<file path="src/rtl/convreg_pkg.sv">
package convreg_pkg;

  // word addresses of the register file
  localparam int ADDR_DATA = 0;
  localparam int ADDR_STAT = 1;
  localparam int ADDR_CTRL = 2;

  // status bit positions
  localparam int STAT_EOC_BIT = 0;
  localparam int STAT_OVR_BIT = 1;

  // control bit positions
  localparam int CTRL_EOC_IE_BIT = 0;
  localparam int CTRL_OVR_IE_BIT = 1;
  localparam int CTRL_KEEP_BIT   = 2;
  localparam int CTRL_W          = 3;

  typedef struct packed {
    logic keep_old;
    logic ovr_ie;
    logic eoc_ie;
  } ctrl_t;

  typedef struct packed {
    logic rd_data;
    logic clr_eoc;
    logic clr_ovr;
    logic wr_ctrl;
  } bus_strb_t;

endpackage

</file>
<file path="src/rtl/convreg_rst_sync.sv">
module convreg_rst_sync #(
  parameter int STAGES = 2
) (
  input  logic clk,
  input  logic rst_n,
  output logic rst_sn
);

  logic [STAGES-1:0] sh_q;
  logic [STAGES-1:0] sh_d;

  always_comb begin
    sh_d = {sh_q[STAGES-2:0], 1'b1};
  end

  always_ff @(posedge clk or negedge rst_n) begin
    if (!rst_n) begin
      sh_q <= '0;
    end else begin
      sh_q <= sh_d;
    end
  end

  assign rst_sn = sh_q[STAGES-1];

endmodule

</file>
<file path="src/rtl/convreg_bus_dec.sv">
module convreg_bus_dec
  import convreg_pkg::*;
#(
  parameter int ADDR_W = 2,
  parameter int BUS_W  = 32
) (
  input  logic              bus_en,
  input  logic              bus_we,
  input  logic [ADDR_W-1:0] bus_addr,
  input  logic [BUS_W-1:0]  bus_wdata,
  output bus_strb_t         strb,
  output ctrl_t             ctrl_wval
);

  logic hit_data;
  logic hit_stat;
  logic hit_ctrl;
  logic rd_cyc;
  logic wr_cyc;
  logic unused_wbits;

  assign hit_data = (bus_addr == ADDR_W'(ADDR_DATA));
  assign hit_stat = (bus_addr == ADDR_W'(ADDR_STAT));
  assign hit_ctrl = (bus_addr == ADDR_W'(ADDR_CTRL));
  assign rd_cyc   = bus_en & ~bus_we;
  assign wr_cyc   = bus_en & bus_we;

  always_comb begin
    strb.rd_data = rd_cyc & hit_data;
    strb.clr_eoc = wr_cyc & hit_stat & bus_wdata[STAT_EOC_BIT];
    strb.clr_ovr = wr_cyc & hit_stat & bus_wdata[STAT_OVR_BIT];
    strb.wr_ctrl = wr_cyc & hit_ctrl;
  end

  always_comb begin
    ctrl_wval.eoc_ie   = bus_wdata[CTRL_EOC_IE_BIT];
    ctrl_wval.ovr_ie   = bus_wdata[CTRL_OVR_IE_BIT];
    ctrl_wval.keep_old = bus_wdata[CTRL_KEEP_BIT];
  end

  assign unused_wbits = ^bus_wdata[BUS_W-1:CTRL_W];

endmodule

</file>
<file path="src/rtl/convreg_flags.sv">
module convreg_flags (
  input  logic clk,
  input  logic rst_n,
  input  logic new_res,
  input  logic clr_eoc,
  input  logic clr_ovr,
  output logic eoc_q,
  output logic ovr_q,
  output logic ovr_evt
);

  logic eoc_d;
  logic ovr_d;
  logic eoc_en;
  logic ovr_en;

  // an overrun is judged on the flag as it stood before this cycle,
  // so a clear landing in the same cycle cannot hide it
  assign ovr_evt = new_res & eoc_q;

  assign eoc_en = new_res | clr_eoc;
  assign ovr_en = ovr_evt | clr_ovr;

  always_comb begin
    eoc_d = eoc_q;
    if (clr_eoc) eoc_d = 1'b0;
    if (new_res) eoc_d = 1'b1;
  end

  always_comb begin
    ovr_d = ovr_q;
    if (clr_ovr) ovr_d = 1'b0;
    if (ovr_evt) ovr_d = 1'b1;
  end

  always_ff @(posedge clk or negedge rst_n) begin
    if (!rst_n) begin
      eoc_q <= 1'b0;
    end else if (eoc_en) begin
      eoc_q <= eoc_d;
    end
  end

  always_ff @(posedge clk or negedge rst_n) begin
    if (!rst_n) begin
      ovr_q <= 1'b0;
    end else if (ovr_en) begin
      ovr_q <= ovr_d;
    end
  end

endmodule

</file>
<file path="src/rtl/convreg_data_hold.sv">
module convreg_data_hold #(
  parameter int DATA_W = 12
) (
  input  logic              clk,
  input  logic              rst_n,
  input  logic              new_res,
  input  logic [DATA_W-1:0] conv_data,
  input  logic              ovr_evt,
  input  logic              clr_eoc,
  input  logic              keep_old,
  output logic [DATA_W-1:0] data_q
);

  logic              keep_held;
  logic              load_en;
  logic [DATA_W-1:0] data_d;

  // the held value is protected only while it is still unconsumed;
  // a clear in the same cycle means it was read or discarded already
  assign keep_held = ovr_evt & keep_old & ~clr_eoc;
  assign load_en   = new_res & ~keep_held;

  always_comb begin
    data_d = conv_data;
  end

  always_ff @(posedge clk or negedge rst_n) begin
    if (!rst_n) begin
      data_q <= '0;
    end else if (load_en) begin
      data_q <= data_d;
    end
  end

endmodule

</file>
<file path="src/rtl/convreg_top.sv">
module convreg_top
  import convreg_pkg::*;
#(
  parameter int DATA_W    = 12,
  parameter int ADDR_W    = 2,
  parameter int BUS_W     = 32,
  parameter int RST_STAGE = 2
) (
  input  logic              clk,
  input  logic              rst_n,
  input  logic              conv_valid,
  input  logic [DATA_W-1:0] conv_data,
  input  logic              bus_en,
  input  logic              bus_we,
  input  logic [ADDR_W-1:0] bus_addr,
  input  logic [BUS_W-1:0]  bus_wdata,
  output logic [BUS_W-1:0]  bus_rdata,
  output logic              irq
);

  logic              rst_s;
  bus_strb_t         strb;
  ctrl_t             ctrl_wval;
  ctrl_t             ctrl_q;
  ctrl_t             ctrl_d;
  logic              eoc_q;
  logic              ovr_q;
  logic              ovr_evt;
  logic [DATA_W-1:0] data_q;
  logic [BUS_W-1:0]  data_word;
  logic [BUS_W-1:0]  stat_word;
  logic [BUS_W-1:0]  ctrl_word;
  logic [BUS_W-1:0]  rd_mux;

  convreg_rst_sync #(.STAGES(RST_STAGE)) u_rst (
    .clk    (clk),
    .rst_n  (rst_n),
    .rst_sn (rst_s)
  );

  convreg_bus_dec #(.ADDR_W(ADDR_W), .BUS_W(BUS_W)) u_dec (
    .bus_en    (bus_en),
    .bus_we    (bus_we),
    .bus_addr  (bus_addr),
    .bus_wdata (bus_wdata),
    .strb      (strb),
    .ctrl_wval (ctrl_wval)
  );

  convreg_flags u_flags (
    .clk     (clk),
    .rst_n   (rst_s),
    .new_res (conv_valid),
    .clr_eoc (strb.clr_eoc | strb.rd_data),
    .clr_ovr (strb.clr_ovr),
    .eoc_q   (eoc_q),
    .ovr_q   (ovr_q),
    .ovr_evt (ovr_evt)
  );

  convreg_data_hold #(.DATA_W(DATA_W)) u_data (
    .clk       (clk),
    .rst_n     (rst_s),
    .new_res   (conv_valid),
    .conv_data (conv_data),
    .ovr_evt   (ovr_evt),
    .clr_eoc   (strb.clr_eoc | strb.rd_data),
    .keep_old  (ctrl_q.keep_old),
    .data_q    (data_q)
  );

  // control register
  always_comb begin
    ctrl_d = ctrl_wval;
  end

  always_ff @(posedge clk or negedge rst_s) begin
    if (!rst_s) begin
      ctrl_q <= '0;
    end else if (strb.wr_ctrl) begin
      ctrl_q <= ctrl_d;
    end
  end

  // result width adapted to the bus
  generate
    if (BUS_W > DATA_W) begin : g_pad
      assign data_word = {{(BUS_W-DATA_W){1'b0}}, data_q};
    end else begin : g_trunc
      assign data_word = data_q[BUS_W-1:0];
    end
  endgenerate

  always_comb begin
    stat_word               = '0;
    stat_word[STAT_EOC_BIT] = eoc_q;
    stat_word[STAT_OVR_BIT] = ovr_q;
    ctrl_word                  = '0;
    ctrl_word[CTRL_EOC_IE_BIT] = ctrl_q.eoc_ie;
    ctrl_word[CTRL_OVR_IE_BIT] = ctrl_q.ovr_ie;
    ctrl_word[CTRL_KEEP_BIT]   = ctrl_q.keep_old;
  end

  always_comb begin
    rd_mux = '0;
    if (bus_addr == ADDR_W'(ADDR_DATA)) rd_mux = data_word;
    if (bus_addr == ADDR_W'(ADDR_STAT)) rd_mux = stat_word;
    if (bus_addr == ADDR_W'(ADDR_CTRL)) rd_mux = ctrl_word;
  end

  assign bus_rdata = (bus_en & ~bus_we) ? rd_mux : '0;
  assign irq       = (eoc_q & ctrl_q.eoc_ie) | (ovr_q & ctrl_q.ovr_ie);

endmodule

</file>
<file path="config.mk">
export PLATFORM = sky130hd
export DESIGN_NAME = convreg_top
export DESIGN_NICKNAME = d
export VERILOG_FILES = /design/src/rtl/convreg_pkg.sv /design/src/rtl/convreg_rst_sync.sv /design/src/rtl/convreg_bus_dec.sv /design/src/rtl/convreg_flags.sv /design/src/rtl/convreg_data_hold.sv /design/src/rtl/convreg_top.sv
export SDC_FILE = /design/constraint.sdc
export NUM_CORES = 1
export LEC_CHECK = 0
export CAP_MARGIN = 20
export CORE_ASPECT_RATIO = 0.9
export CORE_MARGIN = 2
export CORE_UTILIZATION = 36
export DETAILED_ROUTE_END_ITERATION = 10
export DONT_BUFFER_PORTS = 1
export GPL_TIMING_DRIVEN = 0
export PLACE_DENSITY = 0.5
export REMOVE_ABC_BUFFERS = 1
export SETUP_SLACK_MARGIN = 0.02
export SLEW_MARGIN = 20
export SYNTH_ARGS = -nofsm -noshare
export SYNTH_HDL_FRONTEND = slang
export SYNTH_HIERARCHICAL = 1
export SYNTH_SLANG_ARGS = --single-unit
</file>
<file path="constraint.sdc">
create_clock -name clk -period 0.8 [get_ports clk]
set_input_delay 0.04 -clock clk [delete_from_list [all_inputs] [get_ports clk]]
set_output_delay 0.04 -clock clk [all_outputs]
set_load 0.02 [all_outputs]
</file>
## Yosys cells after proc, flatten, opt, wreduce, memory -nomap -nowiden

Cells that the tools add are included.

| storage, ports and cells | value |
|---|---|
| bits in registers | 19 |
| output and inout bits | 33 |
| word-level logic and storage cells | 42 |

| operators by class | value |
|---|---|
| equal/unequal tests | 2 |
| muxes and demuxes | 8 |
| bitwise logic cells | 20 |
| reduce and logical (&&, ||, !) cells | 5 |

Operators with widths:

| cell | number |
|---|---|
| 32-bit two-way mux | 2 |
| 12-bit two-way mux | 2 |
| 1-bit AND | 13 |
| 1-bit two-way mux | 4 |
| 1-bit bitwise OR | 4 |
| 2-bit AND reduction | 2 |
| 2-bit nonzero test | 2 |
| 1-bit NOT | 3 |
| 2-bit by 1-bit equality test with 1-bit output, second input constant | 1 |
| 2-bit equality test, second input constant | 1 |
| 2-bit zero test | 1 |

## Depth between registers and ports, before layout

Gate-level depths: netlist of the first run.

| logic depth | value |
|---|---|
| depth in word-level cells | 8 |
| depth in mapped cells | 6 |
| gate-level depth less buffers | 5 |

## By module

The synthesis of the first run kept the hierarchy.

By module, submodules not included:

| module | times used | cells an instance | area each (µm²) | seq. area each (µm²) |
|---|---|---|---|---|
| convreg_data_hold | 1 | 67 | 738.2 | 300.3 |
| convreg_top | 1 | 50 | 429.2 | 75.1 |
| convreg_flags | 1 | 7 | 82.6 | 50.0 |
| convreg_bus_dec | 1 | 8 | 65.1 | 0.0 |
| convreg_rst_sync | 1 | 3 | 53.8 | 50.0 |

## Least setup slack after synthesis of the first run

Ideal clock, no wire load.

| path | value |
|---|---|
| kind | input-to-reg |
| start point | input bus_en |
| end point | register u_data.data_q[0] |
| library setup time | 0.128 ns |
| arrival time | 1.181 ns |
| required time | 0.672 ns |
| slack | -0.508 ns |
| stages | 6 |
| path through | and4b_1 > and2_1 > or2_2 > and3b_4 > buf_12 > o211ai_2 |

RTL lines:

| what | RTL line | RTL |
|---|---|---|
| start: declaration | convreg_top.sv:13 | `input logic bus_en,` |
| end signal: assignment | convreg_data_hold.sv:31 | `data_q <= data_d;` |
| end: declaration | convreg_data_hold.sv:11 | `output logic [DATA_W-1:0] data_q` |

## Final worst setup path of the first run

| path | value |
|---|---|
| start point | register u_data.data_q[1] |
| end point | output bus_rdata[1] |

| between the ends | value |
|---|---|
| longest elaborated chain between the ends | 4 |

Ends and longest elaborated chain:

| what | RTL line | RTL |
|---|---|---|
| 12-bit two-way mux | convreg_top.sv:106 | `if (bus_addr == ADDR_W'(ADDR_DATA)) rd_mux = data_word;` |
| 12-bit two-way mux | convreg_top.sv:107 | `if (bus_addr == ADDR_W'(ADDR_STAT)) rd_mux = stat_word;` |
| 32-bit two-way mux | convreg_top.sv:108 | `if (bus_addr == ADDR_W'(ADDR_CTRL)) rd_mux = ctrl_word;` |
| 32-bit two-way mux | convreg_top.sv:111 | `assign bus_rdata = (bus_en & ~bus_we) ? rd_mux : '0;` |
| end: declaration | convreg_top.sv:17 | `output logic [BUS_W-1:0] bus_rdata,` |

No other way between the ends.

==> out/results.ini, run 1 <==
[detailed_routing]
drt_iter0_drc = 17
drtAntennaViolNets = 0
postRouteWirelength_microns = 3110
remaining_drc_errors = 0
post_drt_wl_per_cell_microns = 15.0
dr.pass1.iters = 4
routed_via_density = 5.06
via_count = 1053

[logic_synthesis]
synth_area_sq_mm = 0.00137
synthArstFlopShare_pct = 100
seq_area_frac_synth_pct = 34.7
synth_cells = 135
yosys_warnings = 6
synth_ff_type = dfrtp_1
synth_edf_count = 0
avgSynthCellArea_sq_um = 10.1
ys_types = 29
ys_ff_latch = 19

[setup_path]
timing.rr.start = u_flags/eoc_q
rr_worst_depth = 3
path_common_cell = a211oi_2
slowest_stage = dfrtp_1
startpoint = u_data/data_q[1]
max_stage_delay_ns = 0.37
cp.required_ns = 0.76
critPathMaxFanout = 3
path_cells = nor2b_4 -> a211oi_2 -> a211oi_2
r2r_slack_ns = -0.34
end_kind = output pin
path_class = reg -> out
start_kind = flop
cp.arrival_ns = 1.16

[sta]
setup_viol = 27
maxSlewViolCount = 0
min_period_ns = 1.20
finalCritPeriodShare_pct = 150
clock_skew_ns = 0.00359
setup_tns_ns = -5.92
rsz0062_at_grt = true
setup_slack_ns = -0.402
holdWs_ns = 0.0819
max_freq_mhz = 832
slew_headroom_pct = 55.2
hold_viol_final = 0
worst-slew-pin-transition_ns = 0.671

[floorplanning]
die_w_microns = 69.0
die-area_sq_mm = 0.00431
core_area_sq_mm = 0.00368
start_util_pct = 37.2
dieHeight_microns = 62.5
io_pins = 84
rows = 21

[clock_tree]
htreeDepth = 1
clk_pin_slew_ns = 0.07
ctsRootBufferMaster = clkbuf_8
clock_latency_ns = 0.26
cts_num_sinks = 19
cts_tree = yes
clock_path_buffers = 2
cts_buffers = 3

[finish]
layout_common_cells = conb_1, dfrtp_1, dlygate4sd3_1, nand2_1, nand4b_1
diodes = 0
final_area_sq_mm = 0.00173
n_fill_cell = 354
area_growth_pct = 26.1
drive_above_1_share_pct = 36.4
utilization_pct = 46.9
nets = 214
layout_commonest_cell = conb_1

[placement]
routabilityCongestion = 0.788
dpl_cell_area_sq_mm = 0.00128
hpwl_microns = 1750
post-place-ws_ns = -0.732
portBuffers = 0

[grt]
grt_pass1_vias = 1049
grt_first_pass_wirelength_microns = 5110
grt_max_degree = 21
antenna_found_initial = 0
grt_overflow = 0
grt_usage_pct = 15.8

[pwr]
ir_drop_uv = 790
p_leak_nw = 0.749
power.density_mw_per_mm2 = 1670

[status]
violations = negative setup slack
status = finished, violations left

[hold_path]
hold_class = in -> reg
holdCritStartpoint = bus_wdata[1]
holdPathStages = 3

[job]
drv_cap = 0

==> routing by layer <==
metal	routed length [microns]	track usage, %	vias to the layer above
li1	-	-	484
met1	1340	21.1	524
met2	1560	25.8	43
met3	207	3.42	2
met4	8	3.43	0
met5	0	0	-
==> cell usage after synthesis (2+ instances only) <==
cell type | number | area (sq um)
buf_4 | 24 | 180
dfrtp_1 | 19 | 475
nand2_1 | 12 | 45.0
nand4b_1 | 12 | 105
and2_1 | 11 | 68.8
o211ai_2 | 10 | 125
or2b_1 | 10 | 75.1
a211oi_1 | 4 | 30.0
buf_2 | 4 | 20.0
nand2b_1 | 4 | 25.0
mux2_2 | 3 | 33.8
conb_1 | 2 | 7.51
inv_1 | 2 | 7.51
nor2b_1 | 2 | 12.5
o211ai_1 | 2 | 15.0
==> worst max-delay path, delay by kind of cell, from the launching register on <==
kind	cells	cell delay, ns
simple gates	1	0.15
flops	1	0.37
compound gates	2	0.39
==> path summary, 6_finish.rpt <==
path | to
worst max-delay path | bus_rdata[1]
worst min-delay path | u_flags/ovr_q
worst max register to register | u_data/data_q[9]
worst min register to register | u_data/data_q[5]
max in group asynchronous | u_rst/sh_q[1]
min in group asynchronous | u_data/data_q[5]
==> area by class of cell <==
cell class	count	area [sq um]	area share, %
tap	46	57.6	3.34
clock inverter	1	5.00	0.290
sequential	19	478	27.7
multi-input combinational	105	828	48.0
inverter	2	7.51	0.435
timing repair buffer	32	308	17.8
clock buffer	3	41.3	2.39
==> metrics by stage <==
stage | power, mW | std cells
2_1_floorplan | 1.75 | 125
3_3_place_gp | 1.85 | 171
3_5_place_dp | 1.87 | 171
4_1_cts | 2.90 | 208
5_1_grt | 3.07 | 208
6_report | 2.88 | 208
==> kinds of logic after synthesis <==
group	Yosys count	share of synthesized area, %
mux	4	3.20
other cells	2	0.549
buf+inv	31	16.6
compound gates	19	14.3
flops	19	34.7
simple gates	60	30.6
==> power breakdown <==
part	switching [mW]	internal (mW)	total (mW)
Sequential	0.131	1.12	1.25
Combinational	0.454	0.504	0.957
Clock	0.326	0.346	0.672
==> registers in the layout (all words and copies together) (netlist names) <==
name           cells
u_rst/sh_q         2
ctrl_q             3
u_data/data_q     12
u_flags/eoc_q      1
u_flags/ovr_q      1
==> repair_timing <==
item | CTS | global route
cloned | 1 | 0
hold endpoints to repair | 18 | 0
pin swaps | 25 | 8
gates resized for setup | 37 | 2
endpoints found under the setup margin | 45 | 30
hold buffers | 18 | 0
setup buffers | 14 | 0
(Power assumes the default switching activity.)
==> run 2: changes to the inputs <==
--- a/config.mk
+++ b/config.mk
@@ -7,11 +7,11 @@
 export LEC_CHECK = 0
 export CAP_MARGIN = 20
 export CORE_ASPECT_RATIO = 0.9
-export CORE_MARGIN = 2
 export CORE_UTILIZATION = 36
 export DETAILED_ROUTE_END_ITERATION = 10
 export DONT_BUFFER_PORTS = 1
 export GPL_TIMING_DRIVEN = 0
+export HOLD_SLACK_MARGIN = 0.06
 export PLACE_DENSITY = 0.5
 export REMOVE_ABC_BUFFERS = 1
 export SETUP_SLACK_MARGIN = 0.02
==> out/results.ini, run 2 (same netlist as run 1, synthesis figures left out) <==
[placement]
portBuffers = 0  ; unchanged
dpl_cell_area_sq_mm = 0.00127  ; -0.20%
hpwl_microns = 1780  ; +1.3%
routabilityCongestion = 0.696  ; -12%

[sta]
setup_viol = 30  ; +11%
clock_skew_ns = 0.00449  ; +0.000896 ns
maxSlewViolCount = 0  ; unchanged
slew_headroom_pct = 52.6  ; -2.7 points
min_period_ns = 1.17  ; -0.0290 ns
hold_viol_final = 0  ; unchanged
rsz0062_at_grt = true
setup_slack_ns = -0.373  ; +0.0290 ns
worst-slew-pin-transition_ns = 0.711  ; +0.0400 ns
max_freq_mhz = 852  ; +2.5%
finalCritPeriodShare_pct = 147  ; -3.6 points

[detailed_routing]
drtAntennaViolNets = 0  ; unchanged
remaining_drc_errors = 0  ; unchanged
postRouteWirelength_microns = 3150  ; +1.0%
via_count = 1036  ; -1.6%
post_drt_wl_per_cell_microns = 15.2  ; +1.5%
dr.pass1.iters = 2  ; -2
routed_via_density = 5.00  ; -1.1%
drt_iter0_drc = 26  ; +9

[setup_path]
start_kind = flop
critPathMaxFanout = 3  ; unchanged
cp.arrival_ns = 1.13  ; -0.03 ns
end_kind = output pin
path_class = reg -> out
slowest_stage = dfrtp_1
max_stage_delay_ns = 0.40  ; +0.03 ns
cp_top_family = flip-flops
path_buf_inv = 0  ; unchanged
path_cells = nand2b_1 -> a211oi_4
cp.required_ns = 0.76  ; about the same

[grt]
grt_usage_pct = 16.4  ; +0.62 points
antenna_found_initial = 0  ; unchanged
grt_max_degree = 22  ; +4.8%
grt_pass1_vias = 1025  ; -2.3%
grt_first_pass_wirelength_microns = 4850  ; -5.1%
grt_overflow = 0  ; unchanged

[finish]
layout_common_cells = conb_1, dlygate4sd3_1, dfrtp_1, nand2_1, nand4b_1
final_area_sq_mm = 0.00178  ; +3.2%
layout_commonest_cell = conb_1
diodes = 0  ; unchanged
seq_area_sq_um = 480  ; +0.52%
utilization_pct = 50.8  ; +3.9 points
area_growth_pct = 30.1
largest-register = u_data/data_q
multi_input_area_sq_um = 866  ; +4.5%
drive_above_1_share_pct = 38.0  ; +1.6 points
largest_reg_flops = 12  ; unchanged
nets = 215  ; +0.47%
top_regs = u_data/data_q: 12 flops, ctrl_q: 3 flops, u_rst/sh_q: 2 flops
n_fill_cell = 332  ; -6.2%

[clock_tree]
htreeDepth = 1  ; unchanged
clk_pin_slew_ns = 0.07  ; about the same
clock_latency_ns = 0.25  ; about the same
clock_path_buffers = 2  ; unchanged
cts_tree = yes
cts_buffers = 3  ; unchanged
ctsRootBufferMaster = clkbuf_8
cts_num_sinks = 19  ; unchanged

[pwr]
ir_drop_uv = 892  ; +13%
p_leak_nw = 0.761  ; +1.5%
power.density_mw_per_mm2 = 1670  ; -0.11%

[status]
status = finished, violations left
violations = negative setup slack

[floorplanning]
dieHeight_microns = 60.5  ; -3.2%
rows = 20  ; -4.8%
die-area_sq_mm = 0.00405  ; -6.0%
start_util_pct = 39.1  ; +1.9 points
core_area_sq_mm = 0.00350  ; -4.8%
die_w_microns = 67.0  ; -2.9%
io_pins = 84  ; unchanged

[hold_path]
hold_class = in -> reg

[job]
drv_cap = 0  ; unchanged

## run 2: cell count changes in the layout (fill, tap and decap cells not counted), sizes merged
cell / delta
buf: +1
clkbuf: +1
clkinv: -1
## run 2: what timing repair did
action / CTS / global route
buffers inserted: 12 / 3
pin swaps: 25 / 6
endpoints found under the hold margin: 18 / 0
cloned: 1 / 0
gates resized for setup: 39 / 10
endpoints found under the setup margin: 45 / 30
hold buffers: 18 / 0
## run 2: power breakdown
group,internal (mW),switching (mW),leakage (nW),total (mW)
clock,0.354,0.311,0.0228,0.665
combinational,0.552,0.488,0.519,1.04
sequential,1.12,0.142,0.219,1.26
## run 2: per-stage QoR
stage	cells	setup TNS, ns	power [mW]	setup slack, ns	hold slack, ns
after floorplan	125	-7.71	1.75	-0.560	-0.256
after global placement	169	-11.37	1.85	-0.733	-0.256
after detailed placement	169	-11.81	1.87	-0.734	-0.256
after CTS	204	-7.29	2.88	-0.419	0.0682
after global routing	207	-6.90	3.12	-0.406	0.0839
final	207	-5.82	2.97	-0.373	0.0700
## run 2: routing by layer
metal,share of wire [%],routed length [microns],GRT usage (%)
met1,44,1390,20.1
met2,50,1580,29.1
met3,5.2,163,4.70
met4,0.45,14,2.74
met5,0,0,0
## run 2: final timing paths
kind / start / end / slack, ns / cells after the start
max: ctrl_q[0] / bus_rdata[0] / -0.37 / 2
min: bus_wdata[1] / u_flags/ovr_q / 0.07 / 3
max reg2reg: u_flags/eoc_q / u_data/data_q[4] / -0.32 / 3
min reg2reg: u_rst/sh_q[1] / u_data/data_q[9] / 0.19 / 0
max in group asynchronous: rst_n / u_rst/sh_q[1] / 0.13 / 2
min in group asynchronous: u_rst/sh_q[1] / u_data/data_q[9] / 0.19 / 0
## run 2: layout make-up
class / count / area share, %
clock buffer: 4 / 2.53
inverter: 2 / 0.422
multi-input combinational: 105 / 48.6
sequential: 19 / 27.0
tap: 44 / 3.09
timing repair buffer: 33 / 18.3
## run 2: worst register-to-register path: stages, from the launching register on
cell and delay, ns:
dfrtp_2 0.41, and2_4 0.18, and3b_2 0.32, o211ai_2 0.10
==> run 3: changes to the inputs <==
--- a/config.mk
+++ b/config.mk
@@ -5,6 +5,7 @@
 export SDC_FILE = /design/constraint.sdc
 export NUM_CORES = 1
 export LEC_CHECK = 0
+export ABC_AREA = 1
 export CAP_MARGIN = 20
 export CORE_ASPECT_RATIO = 0.9
 export CORE_UTILIZATION = 36
==> out/results.ini, run 3 <==
[status]
status = finished, violations left
violations = negative hold slack, negative setup slack

[clock_tree]
clk_pin_slew_ns = 0.11  ; +0.04 ns
postCtsHoldBufs = 18  ; unchanged
cts_tree = yes
cts_num_sinks = 19  ; unchanged
cts_buffers = 3  ; unchanged
ctsRootBufferMaster = clkbuf_4
clock_latency_ns = 0.29  ; +0.04 ns
htreeDepth = 1  ; unchanged
clock_path_buffers = 2  ; unchanged

[setup_path]
max_stage_delay_ns = 0.43  ; +0.03 ns
slowest_stage = dfrtp_1
cp_top_family = simple AND/OR/NAND/NOR gates
path_common_cell = nand2_1
path_cells = nand2_1 -> inv_2 -> nand3_4 -> nand2_8 -> nand2_1 -> nand2_1
cp.arrival_ns = 1.35  ; +0.22 ns
cp.required_ns = 1.04  ; +0.28 ns
path_buf_inv = 1  ; +1
start_kind = flop
path_class = reg -> reg
end_kind = flop
critPathMaxFanout = 8  ; +5

[finish]
layout_common_cells = nand2_1, conb_1, nand3_1, dfrtp_1, dlygate4sd3_1
layout_commonest_cell = nand2_1
multi_input_area_sq_um = 654  ; -24%
final_cells = 220  ; +6.3%
drive_above_1_share_pct = 32.0  ; -6.0 points
seq_area_sq_um = 477  ; -0.78%
top_regs = u_data/data_q: 12 flops, ctrl_q: 3 flops, u_rst/sh_q: 2 flops
nets = 230  ; +7.0%
n_fill_cell = 309  ; -6.9%
largest-register = u_data/data_q
largest_reg_flops = 12  ; unchanged
diodes = 0  ; unchanged
area_growth_pct = 36.7

[grt]
grt_first_pass_wirelength_microns = 4020  ; -17%
grt_max_degree = 18  ; -18%
antenna_found_initial = 0  ; unchanged
grt_overflow = 0  ; unchanged
grt_usage_pct = 16.1  ; -0.34 points
grt_pass1_vias = 875  ; -15%

[sta]
min_period_ns = 1.11  ; -0.0594 ns
max_freq_mhz = 898  ; +5.3%
rsz0062_at_grt = true
maxSlewViolCount = 0  ; unchanged
slew_headroom_pct = 64.3  ; +12 points
worst-slew-pin-transition_ns = 0.531  ; -0.180 ns
clock_skew_ns = 0.00318  ; -0.00130 ns
hold_viol_final = 12  ; +12
setup_slack_ns = -0.314  ; +0.0594 ns
setup_tns_ns = -6.40  ; -0.581 ns
finalCritPeriodShare_pct = 139  ; -7.4 points
holdWs_ns = -0.118  ; -0.188 ns
setup_viol = 28  ; -6.7%

[pwr]
p_leak_nw = 0.743  ; -2.2%
power.density_mw_per_mm2 = 1540  ; -7.6%
ir_drop_uv = 806  ; -9.6%
total_power_mw = 2.42  ; -18%

[detailed_routing]
dr.pass1.iters = 4  ; +2
postRouteWirelength_microns = 2590  ; -18%
routed_via_density = 4.46  ; -11%
via_count = 981  ; -5.3%
drt_iter0_drc = 35  ; +35%
drtAntennaViolNets = 0  ; unchanged
post_drt_wl_per_cell_microns = 11.8  ; -23%
remaining_drc_errors = 0  ; unchanged

[logic_synthesis]
ys_top_cells_by_area = dfrtp_1, buf_4, nand2_1
synth_most_common_cell = nand2_1
synth_area_sq_mm = 0.00115  ; -16%
netlist_top_cells_count = nand2_1, buf_4, dfrtp_1, nand3_1, inv_1
synth_cells = 150  ; +11%
synth_top_area_share_pct = 41.3  ; +6.6 points
yosys_warnings = 6  ; unchanged
synth_largest_area_cell = dfrtp_1
ys_ff_latch = 19  ; unchanged
seq_area_frac_synth_pct = 41.3  ; +6.6 points
avgSynthCellArea_sq_um = 7.67  ; -24%
synth_edf_count = 0  ; unchanged
ys_types = 18  ; -38%
synthArstFlopShare_pct = 100  ; unchanged
synth_ff_type = dfrtp_1

[floorplanning]
rows = 19  ; -5.0%
die-area_sq_mm = 0.00343  ; -15%
start_util_pct = 37.8  ; -1.2 points
core_area_sq_mm = 0.00304  ; -13%
die_w_microns = 61.6  ; -8.0%
dieHeight_microns = 55.6  ; -8.0%
io_pins = 84  ; unchanged

[placement]
routabilityCongestion = 0.760  ; +9.2%
placed_cells = 184  ; +8.9%
post-place-ws_ns = -0.504  ; +0.231 ns
hpwl_microns = 1540  ; -13%
portBuffers = 0  ; unchanged

[hold_path]
hold_class = in -> reg

[job]
drv_cap = 0  ; unchanged

[run 3: changes by cell type after synthesis, sizes merged, moves of 10 or more]
| cell | before | now |
|---|---|---|
| nand2 | 12 | 47 |
| nand3 | 0 | 20 |
| and2 | 12 | 0 |
| nand4b | 12 | 0 |
| o211ai | 12 | 0 |
| inv | 2 | 13 |
| nor2 | 0 | 11 |
| or2b | 10 | 0 |
[run 3: logic make-up after synthesis]
kind of cell           count (synthesis)  synth area share (%)
other                                  2                 0.652
muxes                                  3                  2.93
buffers and inverters                 41                  22.4
and+or+nand+nor                       83                  31.2
AOI/OAI and AO/OA                      2                  1.52
DFF                                   19                  41.3
[run 3: final cells by class]
type	count	area share, %
Inverter	14	3.58
Clock inverter	1	0.318
Tap cell	42	3.34
Timing Repair Buffer	30	19.5
Multi-Input combinational cell	111	41.6
Clock buffer	3	1.43
Sequential cell	19	30.3
[run 3: per-stage QoR]
stage / util [%] / instance area, sq um / hold slack (ns)
CTS: 46.4 / 1410 / -0.140
floorplan: - / 1020 / -0.256
finish: 51.7 / 1570 / -0.118
global placement: 35.2 / 1070 / -0.256
global route: 51.7 / 1570 / -0.133
detailed placement: 35.2 / 1070 / -0.256
[run 3: what timing repair did]
item,4_1_cts,5_1_grt
gates resized for setup,22,25
hold endpoints to repair,19,14
endpoints found under the setup margin,36,29
gates cloned,2,0
buffers inserted,5,7
pin swaps,10,13
[run 3: worst register-to-register path, delay by kind of cell (launching register included)]
kind,cells,cell delay [ns]
buffers and inverters,1,0.10
and+or+nand+nor,5,0.52
DFF,1,0.43
[run 3: report_power, final]
part / internal (mW) / switching, mW / leakage, nW
Combinational: 0.326 / 0.414 / 0.503
Sequential: 1.09 / 0.112 / 0.223
Clock: 0.186 / 0.299 / 0.0177
Total: 1.60 / 0.825 / 0.743
[run 3: path summary, 6_finish.rpt]
path	depth (start not counted)	start	end	slack [ns]
setup / recovery	6	u_flags/eoc_q	u_data/data_q[11]	-0.31
hold / removal	2	conv_valid	u_data/data_q[9]	-0.12
setup reg to reg	6	u_flags/eoc_q	u_data/data_q[11]	-0.31
hold reg to reg	0	u_rst/sh_q[1]	ctrl_q[1]	0.19
max in group asynchronous	2	rst_n	u_rst/sh_q[1]	0.18
min in group asynchronous	0	u_rst/sh_q[1]	ctrl_q[1]	0.19
[run 3: metal layers]
layer	vias to the layer above	track usage (%)	wire [microns]
li1	482	-	-
met1	460	21.7	1110
met2	37	25.3	1330
met3	2	3.02	132
met4	0	5.71	16
met5	-	0	0
